--- src/rtl/gpio_irq_pkg.sv ---
package gpio_irq_pkg;

  localparam int DATA_W    = 32;
  localparam int ADDR_W    = 8;
  localparam int GRP_W     = 4;
  localparam int BANK_W    = 2;
  localparam int MAX_BANKS = 1 << BANK_W;

  // register group codes, taken from addr[7:4]
  typedef enum logic [GRP_W-1:0] {
    GRP_DIR  = 4'h0,
    GRP_POL  = 4'h2,
    GRP_TYP  = 4'h3,
    GRP_IEN  = 4'h4,
    GRP_STS  = 4'h5,
    GRP_FEN  = 4'h6,
    GRP_DIN  = 4'h7,
    GRP_DOUT = 4'h8
  } reg_grp_e;

  typedef struct packed {
    logic [GRP_W-1:0]  grp;
    logic [BANK_W-1:0] bank;
    logic [1:0]        lane;
  } reg_addr_t;

endpackage

--- src/rtl/gpio_pin_sync.sv ---
module gpio_pin_sync #(
  parameter int W = 30
) (
  input  logic         clk,
  input  logic         rst_n,
  input  logic [W-1:0] d,
  output logic [W-1:0] q,
  output logic [W-1:0] q_prev
);

  logic [W-1:0] meta_q;

  always_ff @(posedge clk or negedge rst_n) begin
    if (!rst_n) begin
      meta_q <= '0;
      q      <= '0;
      q_prev <= '0;
    end else begin
      meta_q <= d;
      q      <= meta_q;
      q_prev <= q;
    end
  end

endmodule

--- src/rtl/gpio_evt_detect.sv ---
module gpio_evt_detect #(
  parameter int W = 30
) (
  input  logic [W-1:0] typ,
  input  logic [W-1:0] pol,
  input  logic [W-1:0] cur,
  input  logic [W-1:0] prev,
  output logic [W-1:0] evt
);

  for (genvar i = 0; i < W; i++) begin : g_pin
    logic lvl_hit, rise_hit, fall_hit;
    assign lvl_hit  = (cur[i] == pol[i]);
    assign rise_hit = cur[i] & ~prev[i];
    assign fall_hit = ~cur[i] & prev[i];
    assign evt[i]   = typ[i] ? (pol[i] ? rise_hit : fall_hit) : lvl_hit;
  end

endmodule

--- src/rtl/gpio_bank.sv ---
module gpio_bank
  import gpio_irq_pkg::*;
#(
  parameter int PINS = 30
) (
  input  logic                 clk,
  input  logic                 rst_n,
  input  logic                 wr_sel,
  input  logic [GRP_W-1:0]     grp,
  input  logic [PINS-1:0]      wdata,
  input  logic [PINS-1:0]      wmask,
  output logic [PINS-1:0]      rdata,
  input  logic [PINS-1:0]      pin_in,
  output logic [PINS-1:0]      pin_out,
  output logic [PINS-1:0]      pin_oe,
  output logic                 irq
);

  logic [PINS-1:0] dir_q, pol_q, typ_q, ien_q, sts_q, fen_q, dout_q;
  logic [PINS-1:0] cur, prev, evt, clr;

  gpio_pin_sync #(.W(PINS)) u_sync (
    .clk    (clk),
    .rst_n  (rst_n),
    .d      (pin_in),
    .q      (cur),
    .q_prev (prev)
  );

  gpio_evt_detect #(.W(PINS)) u_det (
    .typ  (typ_q),
    .pol  (pol_q),
    .cur  (cur),
    .prev (prev),
    .evt  (evt)
  );

  function automatic logic [PINS-1:0] merge(input logic [PINS-1:0] old);
    return (old & ~wmask) | (wdata & wmask);
  endfunction

  always_ff @(posedge clk or negedge rst_n) begin
    if (!rst_n) begin
      dir_q  <= '1;
      pol_q  <= '0;
      typ_q  <= '0;
      ien_q  <= '0;
      fen_q  <= '0;
      dout_q <= '0;
    end else if (wr_sel) begin
      case (grp)
        GRP_DIR:  dir_q  <= merge(dir_q);
        GRP_POL:  pol_q  <= merge(pol_q);
        GRP_TYP:  typ_q  <= merge(typ_q);
        GRP_IEN:  ien_q  <= merge(ien_q);
        GRP_FEN:  fen_q  <= merge(fen_q);
        GRP_DOUT: dout_q <= merge(dout_q);
        default: ;
      endcase
    end
  end

  // clear-by-zero, a fresh event takes precedence
  assign clr = (wr_sel && grp == GRP_STS) ? (wmask & ~wdata) : '0;

  always_ff @(posedge clk or negedge rst_n) begin
    if (!rst_n) sts_q <= '0;
    else        sts_q <= (sts_q & ~clr) | evt;
  end

  always_comb begin
    case (grp)
      GRP_DIR:  rdata = dir_q;
      GRP_POL:  rdata = pol_q;
      GRP_TYP:  rdata = typ_q;
      GRP_IEN:  rdata = ien_q;
      GRP_STS:  rdata = sts_q;
      GRP_FEN:  rdata = fen_q;
      GRP_DIN:  rdata = cur;
      GRP_DOUT: rdata = dout_q;
      default:  rdata = '0;
    endcase
  end

  assign pin_oe  = ~dir_q & fen_q;
  assign pin_out = dout_q & pin_oe;
  assign irq     = |(dir_q & sts_q & ien_q);

endmodule

--- src/rtl/gpio_irq_ctrl.sv ---
module gpio_irq_ctrl
  import gpio_irq_pkg::*;
#(
  parameter int NUM_BANKS = 3,
  parameter int PINS      = 30
) (
  input  logic                      clk,
  input  logic                      rst_n,
  input  logic                      wr_en,
  input  logic [ADDR_W-1:0]         addr,
  input  logic [DATA_W-1:0]         wdata,
  input  logic [DATA_W/8-1:0]       wstrb,
  output logic [DATA_W-1:0]         rdata,
  input  logic [NUM_BANKS*PINS-1:0] pin_in,
  output logic [NUM_BANKS*PINS-1:0] pin_out,
  output logic [NUM_BANKS*PINS-1:0] pin_oe,
  output logic [NUM_BANKS-1:0]      irq
);

  localparam int PAD_W = DATA_W - PINS;

  reg_addr_t       dec;
  logic [PINS-1:0] wmask;
  logic [PINS-1:0] bank_rd [NUM_BANKS];
  logic [PINS-1:0] rd_sel;

  assign dec = reg_addr_t'(addr);

  always_comb begin
    for (int i = 0; i < PINS; i++) wmask[i] = wstrb[i/8];
  end

  for (genvar b = 0; b < NUM_BANKS; b++) begin : g_bank
    logic wr_sel;
    assign wr_sel = wr_en && (dec.bank == BANK_W'(b));

    gpio_bank #(.PINS(PINS)) u_bank (
      .clk     (clk),
      .rst_n   (rst_n),
      .wr_sel  (wr_sel),
      .grp     (dec.grp),
      .wdata   (wdata[PINS-1:0]),
      .wmask   (wmask),
      .rdata   (bank_rd[b]),
      .pin_in  (pin_in[b*PINS +: PINS]),
      .pin_out (pin_out[b*PINS +: PINS]),
      .pin_oe  (pin_oe[b*PINS +: PINS]),
      .irq     (irq[b])
    );
  end

  always_comb begin
    rd_sel = '0;
    for (int b = 0; b < NUM_BANKS; b++)
      if (dec.bank == BANK_W'(b)) rd_sel = bank_rd[b];
  end

  assign rdata = {{PAD_W{1'b0}}, rd_sel};

endmodule

--- config.mk ---
export PLATFORM = sky130hd
export DESIGN_NAME = gpio_irq_ctrl
export DESIGN_NICKNAME = d
export VERILOG_FILES = /design/src/rtl/gpio_irq_pkg.sv /design/src/rtl/gpio_pin_sync.sv /design/src/rtl/gpio_evt_detect.sv /design/src/rtl/gpio_bank.sv /design/src/rtl/gpio_irq_ctrl.sv
export SDC_FILE = /design/constraint.sdc
export NUM_CORES = 1
export LEC_CHECK = 0
export ABC_AREA = 0
export BUFFER_PORTS_ARGS = -buffer_cell sky130_fd_sc_hd__buf_2
export CORE_MARGIN = 2
export CORE_UTILIZATION = 44
export DETAILED_ROUTE_END_ITERATION = 10
export PLACE_DENSITY = 0.64
export SYNTH_ARGS = -nofsm -noshare
export SYNTH_HDL_FRONTEND = slang
export SYNTH_HIERARCHICAL = 1
export SYNTH_SLANG_ARGS = --single-unit
--- constraint.sdc ---
create_clock -name clk -period 2.3 [get_ports clk]
set_input_delay 0.345 -clock clk [delete_from_list [all_inputs] [get_ports clk]]
set_output_delay 0.345 -clock clk [all_outputs]
set_load 0.005 [all_outputs]
Yosys cells after proc, flatten, opt, wreduce, memory -nomap -nowiden
Cells that the tools add are included.
W data, S select, Z words.

word-level totals
  register bits after elaboration = 900
  input bits = 137
  output and inout bits = 215
  logic and storage cells = 771

cells by class
  equal/unequal tests = 99
  multiplexer cells = 189
  bitwise logic cells = 424
  reductions and logical operators = 29

operator list
  kind                  count
  $and A30 B30 Y30      35
  $pmux W30 S8          3
  $or A30 B30 Y30       21
  $not A30 Y30          8
  $and A1 B1 Y1         180
  $mux W1               180
  $mux W30              6
  $not A1 Y1            180
  $eq A1 B1 Y1          90
  $reduce_or A30 Y1     3
  $reduce_and A2 Y1     18
  $eq A4 B3 Y1 const B  4
  $eq A4 B2 Y1 const B  2
  $logic_and A1 B1 Y1   6
  $eq A4 B4 Y1 const B  1
  $logic_not A4 Y1      1
  $eq A2 B1 Y1 const B  1
  $eq A2 B2 Y1 const B  1
  $logic_not A2 Y1      1

Logic depth before layout (Yosys ltp)
  word-level depth = 7
  depth in mapped cells = 8
  mapped depth without buffers = 6

Cells and area by module
Netlist, hierarchy kept.

by module, submodules not included
  module           times used  cells each  area each (µm²)  seq. area each (µm²)
  gpio_bank        3           968         10662.7          5292.6
  gpio_pin_sync    3           90          2252.2           2252.2
  gpio_evt_detect  3           120         788.3            0.0
  gpio_irq_ctrl    1           77          723.2            0.0

Least setup slack after synthesis
Ideal clock, no wire load.

  kind = input port to output port
  start point = in addr[5]
  end point = out rdata[1]
  data arrival time = 1.573 ns
  setup slack = 0.382 ns
  cell stages on the path = 8
  path buffers = 2
  path through = buf_2 > buf_2 > mux2i_1 > nor2_1 > a221oi_1 > nand3_1 > mux2i_1 > o2bb2ai_1

RTL lines
  what                line                 RTL
  start: declaration  gpio_irq_ctrl.sv:10  input logic [ADDR_W-1:0] addr,
  end: declaration    gpio_irq_ctrl.sv:13  output logic [DATA_W-1:0] rdata,

==> metrics.txt <==
status=finished, violations left; violated checks=negative setup slack; Area growth, synth to finish=27.4%; TritonCTS clock tree=built; Clock Tree Root=clkbuf_16; Detailed Routing Iterations Pass 1=7; number of global-route vias before repair=33249; # port buffers=345; max cap viols=0; Yosys cell types=40; Global Route Usage Sum=28.7%; routability cong.=0.890; drt drc=0; Worst Skew=24.6 ps; Fillers=7910; CTS sink count=900; row cnt=113; vias post-DR=32695; VDD IR max=529 µV; Clock Path Buffers=3; Multi-input gate area=19300 µm²; Skew-Pair Late Insertion Delay=690 ps; sequential-to-total area share from yosys stat=54.1%; Worst slew margin=56.0%; f_max=361 MHz; Tmin final=2770 ps; Reg area=22600 µm²; die width=312 µm; Final period util=120%; pin count of the biggest net entering global routing=69; antenna-violating nets left=0; RSZ-0062 raised after global routing=true; # IOs=352; antenna violations before repair=8; max-slew violation count=0; Worst Path Class, Setup=reg2out; Pwr Total=39.2 mW; Yosys reg bits=900; routed vias/inst=5.80; Routed WL=141000 µm; CTS clk-pin slew, worst paths=60 ps; PD cells=736 nW/µm²; CP arrival=2420 ps; first-pass GRT wire length=213000 µm; layout cells sized above 1=30.0%; grt total ovfl=0; Num CTS Buffers=99; Mapped Area=41800 µm²; Initial Utilization=44.2%; die height=312 µm; Post-Synthesis Cells=3611; die area=97600 µm²; Setup WS post-layout=-467 ps; Final Hold Vio Count=0; Placeable Area=94600 µm²; htree depth=3; Worst Tran Pin Value=661 ps; Yosys warning total=6; most common cell after layout, fill and taps aside=dfrtp_1; Tightest Hold Check Type=in2reg; Startpoint Class=register; final count of negative-setup-slack endpoints=34; initial DRC count=3417; Critical Path RT=1960 ps; Critical Path Sink Type=output port; dpl ws=-341 ps; Leakage=24.2 nW; Critical Path Fanout Max=3; most frequent cells in the layout=dfrtp_1, nand2_1, buf_2; Avg WL per Cell=25.1 µm; Avg Cell Area, Syn=11.6 µm²; post-detail-place hpwl=95900 µm; nets@finish=4420
## routing by layer
layer  routed length (µm)  global-route usage [%]  up-vias
met2                65200                    45.4     1313
met1                60000                    39.3    16727
met4                 5630                    11.1        4
met5                   30                       0        -
met3                10400                    5.09      253
li1                     -                       -    14398
## cell usage after synthesis, drive strengths merged
cell type  number  area [µm²]
and4b           6        60.1
buf            85         556
nand3         114         571
and4bb          9         113
mux2i         120        1200
a21boi         90         676
nor3b           1        7.51
and2          106         663
a21oi          87         435
conb            1        3.75
nand4          12        75.1
dfrtp         810       20300
nor2b          91         577
or3             3        18.8
or4             3        22.5
a222oi         87         871
o2bb2ai        30         263
a22oi          93         698
nand3b         90         676
and3           36         225
and4            3        26.3
a21o           90         676
a22o           90         788
a31oi          33         206
clkbuf         65         244
mux2          540        6080
nand2         540        2030
dfstp          90        2360
nor4b           6         143
nor2          186         698
a221oi          3        26.3
and3b           1        8.76
nand2b         90         563
## report_power, final
part / total, mW / switching (mW) / internal, mW
clock: 17.2 / 6.83 / 10.3
sequential: 18.0 / 0.996 / 17.0
combinational: 4.10 / 2.18 / 1.92
## cells by family (layout without fill, tap and decap cells)
logic type | Yosys count | after routing | synth area share, %
flip-flops | 900 | 900 | 54.1
AO/OA/AOI/OAI | 603 | 603 | 11.1
buffers and inverters | 150 | 907 | 1.91
other | 1 | 7 | 0.00896
multiplexers | 660 | 660 | 17.4
AND/OR/NAND/NOR | 1297 | 1297 | 15.5
## critical path, cell delays in order (launching register included)
cell and delay, ps:
dfrtp_1 410, nand3_1 190, and4_4 260, nand4_1 160
or4_4 580, buf_6 140
## metrics by stage
| stage | setup TNS, ps | hold WS, ps | utilization [%] | std cells | instance area (µm²) |
|---|---|---|---|---|---|
| after floorplan | 0 | 49.4 | - | 3612 | 41800 |
| after CTS | -9080 | 95.1 | 55.7 | 5618 | 52700 |
| final | -8640 | 122 | 56.3 | 5639 | 53300 |
| after global placement | -16200 | 332 | 50.1 | 5325 | 47400 |
| after global routing | -10260 | 137 | 56.3 | 5634 | 53300 |
| after detailed placement | -17940 | 335 | 50.1 | 5325 | 47400 |
## area by class of cell
type	count	share of cell area (%)
Sequential cell	900	42.5
Multi-Input combinational cell	2562	36.2
Timing Repair Buffer	720	11.6
Clock buffer	134	5.37
Tap cell	1265	2.97
Clock inverter	53	1.30
Antenna cell	5	0.0235
## worst paths after layout
| kind | startpoint | endpoint | slack [ps] | depth (start not counted) |
|---|---|---|---|---|
| setup / recovery | register | irq[2] | -470 | 5 |
| hold / removal | wstrb[0] | g_bank[2].u_bank/sts_q[2]$_DFF_PN0_ | 120 | 3 |
| setup reg to reg | g_bank[1].u_bank/u_sync/q[19]$_DFF_PN0_ | g_bank[1].u_bank/sts_q[19]$_DFF_PN0_ | 1140 | 3 |
| hold reg to reg | g_bank[2].u_bank/u_sync/meta_q[14]$_DFF_PN0_ | g_bank[2].u_bank/u_sync/q[14]$_DFF_PN0_ | 350 | 0 |
| max in group asynchronous | rst_n | async pin | 1100 | 4 |
| min in group asynchronous | rst_n | g_bank[1].u_bank/u_sync/q[15]$_DFF_PN0_ | 250 | 2 |
## repair_timing
action	in CTS	in global routing
buffers inserted	20	16
cloned	4	4
hold buffers	91	0
hold endpoints to repair	106	0
pin swaps	87	68
setup endpoints to repair	33	33
resized for setup	107	90
No activity file was read; power rests on OpenSTA's default activity.
